## src/rtl/sar_link_pkg.sv

```systemverilog
package sar_link_pkg;

  typedef enum logic [1:0] {
    LK_IDLE  = 2'd0,
    LK_SETUP = 2'd1,
    LK_RUN   = 2'd2,
    LK_GAP   = 2'd3
  } link_state_e;

  // Clamp a requested value into [lo, hi].
  function automatic int unsigned clamp_u(input int unsigned v,
                                          input int unsigned lo,
                                          input int unsigned hi);
    if (v < lo) return lo;
    if (v > hi) return hi;
    return v;
  endfunction

  // Zero-length windows are promoted to one cycle.
  function automatic int unsigned floor_one(input int unsigned v);
    return (v == 0) ? 1 : v;
  endfunction

  // Total select-low cycles for one frame.
  function automatic int unsigned frame_cycles(input int unsigned setup,
                                               input int unsigned half,
                                               input int unsigned clks);
    return setup + 2 * clks * half;
  endfunction

endpackage

```

## src/rtl/sar_link_clkgen.sv

```systemverilog
module sar_link_clkgen #(
  parameter int HALF_W     = 16,
  parameter int FRAME_CLKS = 18,
  parameter int PH_W       = 6
) (
  input  logic              clk,
  input  logic              rst_n,
  input  logic              load,
  input  logic              run,
  input  logic [HALF_W-1:0] half_eff,
  output logic              sclk_hi,
  output logic              rise_ev,
  output logic              fall_ev,
  output logic              last_ev,
  output logic [PH_W-1:0]   clk_num
);
  localparam int PH_LAST = 2 * FRAME_CLKS - 1;

  logic [HALF_W-1:0] half_q;
  logic [HALF_W-1:0] hcnt;
  logic [PH_W-1:0]   ph;
  logic              tick;

  always_ff @(posedge clk or negedge rst_n) begin
    if (!rst_n) begin
      half_q <= '0;
      hcnt   <= '0;
      ph     <= '0;
    end else if (load) begin
      half_q <= half_eff;
      hcnt   <= half_eff - 1'b1;
      ph     <= '0;
    end else if (run) begin
      if (hcnt == '0) begin
        hcnt <= half_q - 1'b1;
        ph   <= (int'(ph) == PH_LAST) ? '0 : ph + 1'b1;
      end else begin
        hcnt <= hcnt - 1'b1;
      end
    end
  end

  assign tick    = run && (hcnt == '0);
  assign rise_ev = tick && !ph[0];
  assign fall_ev = tick && ph[0] && (int'(ph) != PH_LAST);
  assign last_ev = tick && (int'(ph) == PH_LAST);
  assign sclk_hi = ph[0];
  assign clk_num = ph >> 1;

  AST_PHASE_BOUND: assert property (@(posedge clk) disable iff (!rst_n)
    int'(ph) <= PH_LAST);

endmodule

```

## src/rtl/sar_link_seq.sv

```systemverilog
module sar_link_seq
  import sar_link_pkg::*;
#(
  parameter int CNT_W  = 8,
  parameter int RATE_W = 20
) (
  input  logic              clk,
  input  logic              rst_n,
  input  logic              start,
  input  logic              auto_en,
  input  logic [CNT_W-1:0]  setup_eff,
  input  logic [CNT_W-1:0]  gap_eff,
  input  logic [RATE_W-1:0] rate_period,
  input  logic              last_ev,
  output logic              frame_start,
  output logic              load,
  output logic              run,
  output logic              cs_n,
  output logic              busy,
  output logic              result_valid
);
  link_state_e       st;
  logic [CNT_W-1:0]  cnt;
  logic [RATE_W-1:0] rcnt;
  logic              rate_due;

  assign rate_due    = ({1'b0, rcnt} + 1'b1) >= {1'b0, rate_period};
  assign frame_start = (st == LK_IDLE) && (start || (auto_en && rate_due));
  assign load        = (st == LK_SETUP) && (cnt == setup_eff - 1'b1);
  assign run         = (st == LK_RUN);
  assign cs_n        = !((st == LK_SETUP) || (st == LK_RUN));
  assign busy        = (st != LK_IDLE);

  always_ff @(posedge clk or negedge rst_n) begin
    if (!rst_n) begin
      st           <= LK_IDLE;
      cnt          <= '0;
      result_valid <= 1'b0;
    end else begin
      result_valid <= last_ev;
      unique case (st)
        LK_IDLE: if (frame_start) begin
          st  <= LK_SETUP;
          cnt <= '0;
        end
        LK_SETUP: if (load) st <= LK_RUN;
                  else      cnt <= cnt + 1'b1;
        LK_RUN: if (last_ev) begin
          st  <= LK_GAP;
          cnt <= '0;
        end
        LK_GAP: if (cnt == gap_eff - 1'b1) st <= LK_IDLE;
                else                       cnt <= cnt + 1'b1;
        default: st <= LK_IDLE;
      endcase
    end
  end

  always_ff @(posedge clk or negedge rst_n) begin
    if (!rst_n)                  rcnt <= '1;
    else if (frame_start)        rcnt <= '0;
    else if (rcnt != {RATE_W{1'b1}}) rcnt <= rcnt + 1'b1;
  end

  AST_CS_ONLY_FROM_IDLE: assert property (@(posedge clk) disable iff (!rst_n)
    $fell(cs_n) |-> $past(!busy));
  AST_VALID_ONE_CYCLE: assert property (@(posedge clk) disable iff (!rst_n)
    result_valid |=> !result_valid);
  AST_VALID_WITH_CS_RISE: assert property (@(posedge clk) disable iff (!rst_n)
    result_valid |-> (cs_n && $past(!cs_n)));
  AST_CS_RISE_KEEPS_BUSY: assert property (@(posedge clk) disable iff (!rst_n)
    $rose(cs_n) |-> busy);

endmodule

```

## src/rtl/sar_link_shifter.sv

```systemverilog
module sar_link_shifter #(
  parameter int DATA_W = 12,
  parameter int CMD_W  = 4,
  parameter int PH_W   = 6
) (
  input  logic              clk,
  input  logic              rst_n,
  input  logic              frame_start,
  input  logic [CMD_W-1:0]  cmd,
  input  logic              rise_ev,
  input  logic              fall_ev,
  input  logic              last_ev,
  input  logic [PH_W-1:0]   clk_num,
  input  logic              miso,
  output logic              mosi,
  output logic [DATA_W-1:0] result
);
  localparam int FIRST_DATA = CMD_W + 1;
  localparam int LAST_DATA  = CMD_W + DATA_W;

  logic [CMD_W-1:0]  cmd_q;
  logic [DATA_W-1:0] sh;
  logic              take_bit;

  // Command bit for clock index j (0-based), MSB first, zero afterwards.
  function automatic logic cmd_bit(input logic [CMD_W-1:0] c, input int j);
    if (j < CMD_W) return c[CMD_W-1-j];
    return 1'b0;
  endfunction

  assign take_bit = rise_ev && (int'(clk_num) >= FIRST_DATA)
                            && (int'(clk_num) <= LAST_DATA);

  always_ff @(posedge clk or negedge rst_n) begin
    if (!rst_n) begin
      cmd_q  <= '0;
      mosi   <= 1'b0;
      sh     <= '0;
      result <= '0;
    end else begin
      if (frame_start) begin
        cmd_q <= cmd;
        mosi  <= cmd[CMD_W-1];
      end else if (fall_ev) begin
        mosi <= cmd_bit(cmd_q, int'(clk_num) + 1);
      end
      if (take_bit) sh <= {sh[DATA_W-2:0], miso};
      if (last_ev)  result <= sh;
    end
  end

  AST_RESULT_ONLY_AT_END: assert property (@(posedge clk) disable iff (!rst_n)
    !$stable(result) |-> $past(last_ev));

endmodule

```

## src/rtl/sar_link_ctrl.sv

```systemverilog
module sar_link_ctrl
  import sar_link_pkg::*;
#(
  parameter int DATA_W     = 12,
  parameter int CMD_W      = 4,
  parameter int FRAME_CLKS = 18,
  parameter int HALF_W     = 16,
  parameter int MIN_HALF   = 35,
  parameter int MAX_HALF   = 6250,
  parameter int CNT_W      = 8,
  parameter int RATE_W     = 20
) (
  input  logic              clk,
  input  logic              rst_n,
  input  logic              start,
  input  logic              auto_en,
  input  logic              cpol,
  input  logic [HALF_W-1:0] half_div,
  input  logic [CNT_W-1:0]  cs_setup,
  input  logic [CNT_W-1:0]  cs_gap,
  input  logic [RATE_W-1:0] rate_period,
  input  logic [CMD_W-1:0]  cmd,
  input  logic              miso,
  output logic              sclk,
  output logic              cs_n,
  output logic              mosi,
  output logic              busy,
  output logic [DATA_W-1:0] result,
  output logic              result_valid
);
  localparam int PH_W = $clog2(2 * FRAME_CLKS);

  logic [HALF_W-1:0] half_eff;
  logic [CNT_W-1:0]  setup_eff, gap_eff;
  logic              frame_start, load, run;
  logic              sclk_hi, rise_ev, fall_ev, last_ev;
  logic [PH_W-1:0]   clk_num;
  logic              cpol_q;

  assign half_eff  = HALF_W'(clamp_u(int'(half_div), MIN_HALF, MAX_HALF));
  assign setup_eff = CNT_W'(floor_one(int'(cs_setup)));
  assign gap_eff   = CNT_W'(floor_one(int'(cs_gap)));

  always_ff @(posedge clk or negedge rst_n) begin
    if (!rst_n)     cpol_q <= 1'b0;
    else if (!busy) cpol_q <= cpol;
  end

  assign sclk = run ? sclk_hi : cpol_q;

  sar_link_seq #(.CNT_W(CNT_W), .RATE_W(RATE_W)) u_seq (
    .clk(clk), .rst_n(rst_n), .start(start), .auto_en(auto_en),
    .setup_eff(setup_eff), .gap_eff(gap_eff), .rate_period(rate_period),
    .last_ev(last_ev), .frame_start(frame_start), .load(load), .run(run),
    .cs_n(cs_n), .busy(busy), .result_valid(result_valid));

  sar_link_clkgen #(.HALF_W(HALF_W), .FRAME_CLKS(FRAME_CLKS), .PH_W(PH_W)) u_clk (
    .clk(clk), .rst_n(rst_n), .load(load), .run(run), .half_eff(half_eff),
    .sclk_hi(sclk_hi), .rise_ev(rise_ev), .fall_ev(fall_ev),
    .last_ev(last_ev), .clk_num(clk_num));

  sar_link_shifter #(.DATA_W(DATA_W), .CMD_W(CMD_W), .PH_W(PH_W)) u_shf (
    .clk(clk), .rst_n(rst_n), .frame_start(frame_start), .cmd(cmd),
    .rise_ev(rise_ev), .fall_ev(fall_ev), .last_ev(last_ev),
    .clk_num(clk_num), .miso(miso), .mosi(mosi), .result(result));

  AST_MOSI_ON_FALL: assert property (@(posedge clk) disable iff (!rst_n)
    (!cs_n && $past(!cs_n) && !$stable(mosi)) |-> $fell(sclk));
  AST_SCLK_QUIET_IDLE: assert property (@(posedge clk) disable iff (!rst_n)
    (cs_n && $past(cs_n) && $stable(cpol_q)) |-> $stable(sclk));

endmodule

```

## config.mk

```make
export PLATFORM = sky130hd
export DESIGN_NAME = sar_link_ctrl
export DESIGN_NICKNAME = d
export VERILOG_FILES = /design/src/rtl/sar_link_pkg.sv /design/src/rtl/sar_link_clkgen.sv /design/src/rtl/sar_link_seq.sv /design/src/rtl/sar_link_shifter.sv /design/src/rtl/sar_link_ctrl.sv
export SDC_FILE = /design/constraint.sdc
export NUM_CORES = 1
export LEC_CHECK = 0
export BUFFER_PORTS_ARGS = -buffer_cell sky130_fd_sc_hd__buf_2
export CAP_MARGIN = 5
export CORE_MARGIN = 1.5
export CORE_UTILIZATION = 50
export DETAILED_ROUTE_END_ITERATION = 16
export PLACE_DENSITY = 0.7
export SYNTH_ARGS = -nofsm -noshare
export SYNTH_HDL_FRONTEND = slang
export SYNTH_SLANG_ARGS = --single-unit
```

## constraint.sdc

```tcl
create_clock -name clk -period 4.47 [get_ports clk]
set_clock_uncertainty 0.15 [all_clocks]
set_input_delay 0.2235 -clock clk [delete_from_list [all_inputs] [get_ports clk]]
set_output_delay 0.2235 -clock clk [all_outputs]
set_load 0.02 [all_outputs]
```

==> metrics <==
run status finished clean; average detailed-routed wire length per instance 14.8 um; top cell type's share of synthesized area 0.304; CTS tree yes; power share of the clock group 0.241; residual antenna-violating net count after detailed routing 0; Post-route DRC 0; routed wire length 15.1 mm; internal cell power 0.00198 W; Synth Flop Type dfrtp_1; Core Footprint 12700 um2; buffers added on ports 78; portion of the post-synthesis area used by sequential elements 0.385; Iter 0 DRT Violations 329; min-delay worst type in2reg; layout cell share with drive strength beyond 1 0.185; RSZ-0062 raised after global routing no; proportion of register bits with asynchronous set or reset after synthesis 1.00; kind of end point of the critical path flip-flop; Setup Viol. Count Final 0; peak ir drop on the vdd network 242 uV; relative slew slack 0.170; sequential cell fraction of total power 0.391; worst hold slack 0.0141 ns; vias per inst 5.56; max capacitance violation total 0; dominant combinational cell family by area after synthesis simple AND/OR/NAND/NOR gates; fin util 0.589; first-pass GRT wire length 25.3 mm; data arrival time of the worst path 4.21 ns; final slew viol count 0; total congestion overflow after global routing 0; net count after synthesis 859; post-synthesis instance total 764; count of TritonRoute iterations in the first routing pass 5; die area 13700 um2; LEAKAGE 3.61 nW; share of cell area taken by muxes after synthesis 0.0519; Syn. warnings 0; row count 41; f_max 243 MHz; initial standard-cell utilization of the core 0.513; number of vias after detailed routing 5671; Clk pin slew, worst setup/hold paths 0.08 ns; clk root buf clkbuf_16; largest net degree at the start of global routing 71; share of synthesized cell area in full adder, half adder and majority cells 0.0635; I/O pins 79; width of the chip 117 um; maximum root-to-sink buffer count 2; critical setup path kind reg2reg; number of distinct library cells after synthesis 60; Detailed Place HPWL 11.4 mm; fraction of power consumed by combinational cells 0.368; fin crit share 0.922; switching part of the total 0.392; post-synthesis share of cell area spent on xor and xnor gates 0.0673; worst-case setup slack after placement 0.220 ns; clock sinks 99; clock insertion delay at the later pin of the skew report 0.35 ns; area growth from synthesis to layout 14.7%; number of synthesized flops with an enable pin 0; final count of hold timing violations 0; Die Span Y 117 um; last weighted congestion value of the routability-driven placer 0.936; top cells by area, synth dfrtp_1 30%, dfstp_2 8.1%, ha_1 6.3%, nand2_1 5.9%, a21oi_1 5.9%; antenna violations before repair 0; area of the mapped netlist 6510 um2; Req. time, crit path 4.56 ns; global routing usage summed across all routing layers 0.235; leading cell type in the layout, fill and taps excluded nand2_1; net switching power figure 0.00128 W; vias in the first global route 5491; Final #Nets 938; worst-margin pin slew 1.24 ns; Inserted Diodes 0; basic-gate share of the synthesized area counting and, or, nand and nor cells 0.220; Final Worst Setup Slack 0.350 ns; minimum period implied by the final worst setup slack 4.12 ns; Pwr per Cell Area 436 nW/um2; complex-gate fraction of the synthesized area 0.162; post-route setup TNS 0 ns; average size of a mapped cell 8.52 um2; TritonCTS buffer count 9; largest driver fanout on the critical path 13; Max H-tree Level 3; area leader, netlist dfrtp_1; element type at the critical path start flip-flop; highest-count cells in the layout ignoring fill and taps 103 x nand2_1, 79 x dfrtp_1, 77 x buf_2, 76 x a21oi_1, 60 x inv_1; FF+latch count, synth 99
[cell usage after synthesis (all sizes together) (4+ instances only)]
| master | instances |
|---|---|
| or4 | 6 |
| dfrtp | 79 |
| nand4 | 13 |
| nor2 | 52 |
| inv | 60 |
| buf | 5 |
| a21o | 9 |
| a31oi | 6 |
| mux2i | 9 |
| or3 | 15 |
| xor2 | 22 |
| and3 | 10 |
| o211ai | 4 |
| o21a | 11 |
| and2 | 9 |
| o31ai | 5 |
| nor4 | 9 |
| clkbuf | 21 |
| ha | 33 |
| o21ai | 41 |
| nor3 | 33 |
| a211oi | 7 |
| mux2 | 22 |
| dfstp | 20 |
| nand3 | 18 |
| xnor2 | 28 |
| nor3b | 5 |
| nand2 | 103 |
| a21oi | 77 |
[logic make-up after synthesis]
| kind of cell | after synthesis |
|---|---|
| compound gates | 177 |
| mux | 31 |
| simple gates | 288 |
| buf+inv | 86 |
| xor+xnor | 50 |
| fa+ha+maj | 33 |
| flops | 99 |
[through the flow]
stage,cells,total power [W],instance area [um2]
final,1020,0.00325,7460
after CTS,1020,0.00327,7450
after global routing,1020,0.00351,7460
after floorplan,764,0.00214,6510
after global placement,996,0.00243,7070
after detailed placement,996,0.00247,7070
[metal layers]
metal / track usage / up-vias / share of wire
met1: 0.304 / 2689 / 0.46
met2: 0.409 / 122 / 0.49
met4: 0.0851 / 0 / 0.018
met3: 0.0283 / 21 / 0.036
met5: 0 / - / 0
li1: - / 2839 / -
[sequential cells by signal, summed over array words and instances (netlist names)]
signal and cells:
u_seq.st 2, u_shf.cmd_q 4, u_clk.half_q 16, u_shf.mosi 1
u_seq.rcnt 20, u_clk.ph 6, u_shf.result 12, u_clk.hcnt 16
cpol_q 1, u_seq.cnt 8, u_seq.result_valid 1, u_shf.sh 12
[final timing paths]
| check | from | end | slack, ns | cells after the start |
|---|---|---|---|---|
| setup / recovery | u_seq.rcnt[5] | u_seq.cnt[0] | 0.35 | 12 |
| hold / removal | half_div[8] | u_clk.half_q[8] | 0.01 | 3 |
| setup reg to reg | u_seq.rcnt[5] | u_seq.cnt[0] | 0.35 | 12 |
| hold reg to reg | u_shf.result[8] | u_shf.result[8] | 0.32 | 2 |
| max in group asynchronous | rst_n | u_clk.half_q[12] | 2.89 | 3 |
| min in group asynchronous | rst_n | u_clk.half_q[8] | 0.37 | 2 |
[timing repair]
| action | CTS | global route |
|---|---|---|
| hold buffers | 8 | 0 |
| gates resized for setup | 0 | 2 |
| setup buffers | 0 | 0 |
| endpoints found under the hold margin | 57 | 0 |
| endpoints found under the setup margin | 0 | 6 |
[power by group through the flow]
stage	clock (W)	sequential, W	combinational (W)
6_report	0.000785	0.00127	0.00120
5_1_grt	0.000838	0.00131	0.00137
4_1_cts	0.000802	0.00127	0.00120
3_5_place_dp	0	0.00128	0.00119
3_3_place_gp	0	0.00128	0.00115
2_1_floorplan	0	0.00122	0.000921
[critical path: stages, from the launching register on]
cell       delay [ns]
dfstp_2          0.56
nand3_1          0.12
or3_1            0.39
nor3_1           0.34
xnor2_1          0.20
inv_1            0.07
ha_1             0.31
a21o_1           0.16
a2111oi_0        0.41
a21oi_1          0.17
or4_1            0.54
nand3_2          0.21
mux2_2           0.35
[cell type report]
class | instances | area [um2]
clock inverter | 7 | 80.1
sequential | 99 | 2500
timing repair buffer | 94 | 533
fill | 1166 | 5210
inverter | 60 | 225
tap | 172 | 215
multi-input combinational | 579 | 3680
clock buffer | 9 | 225
Power figures use the tool's default switching activity.
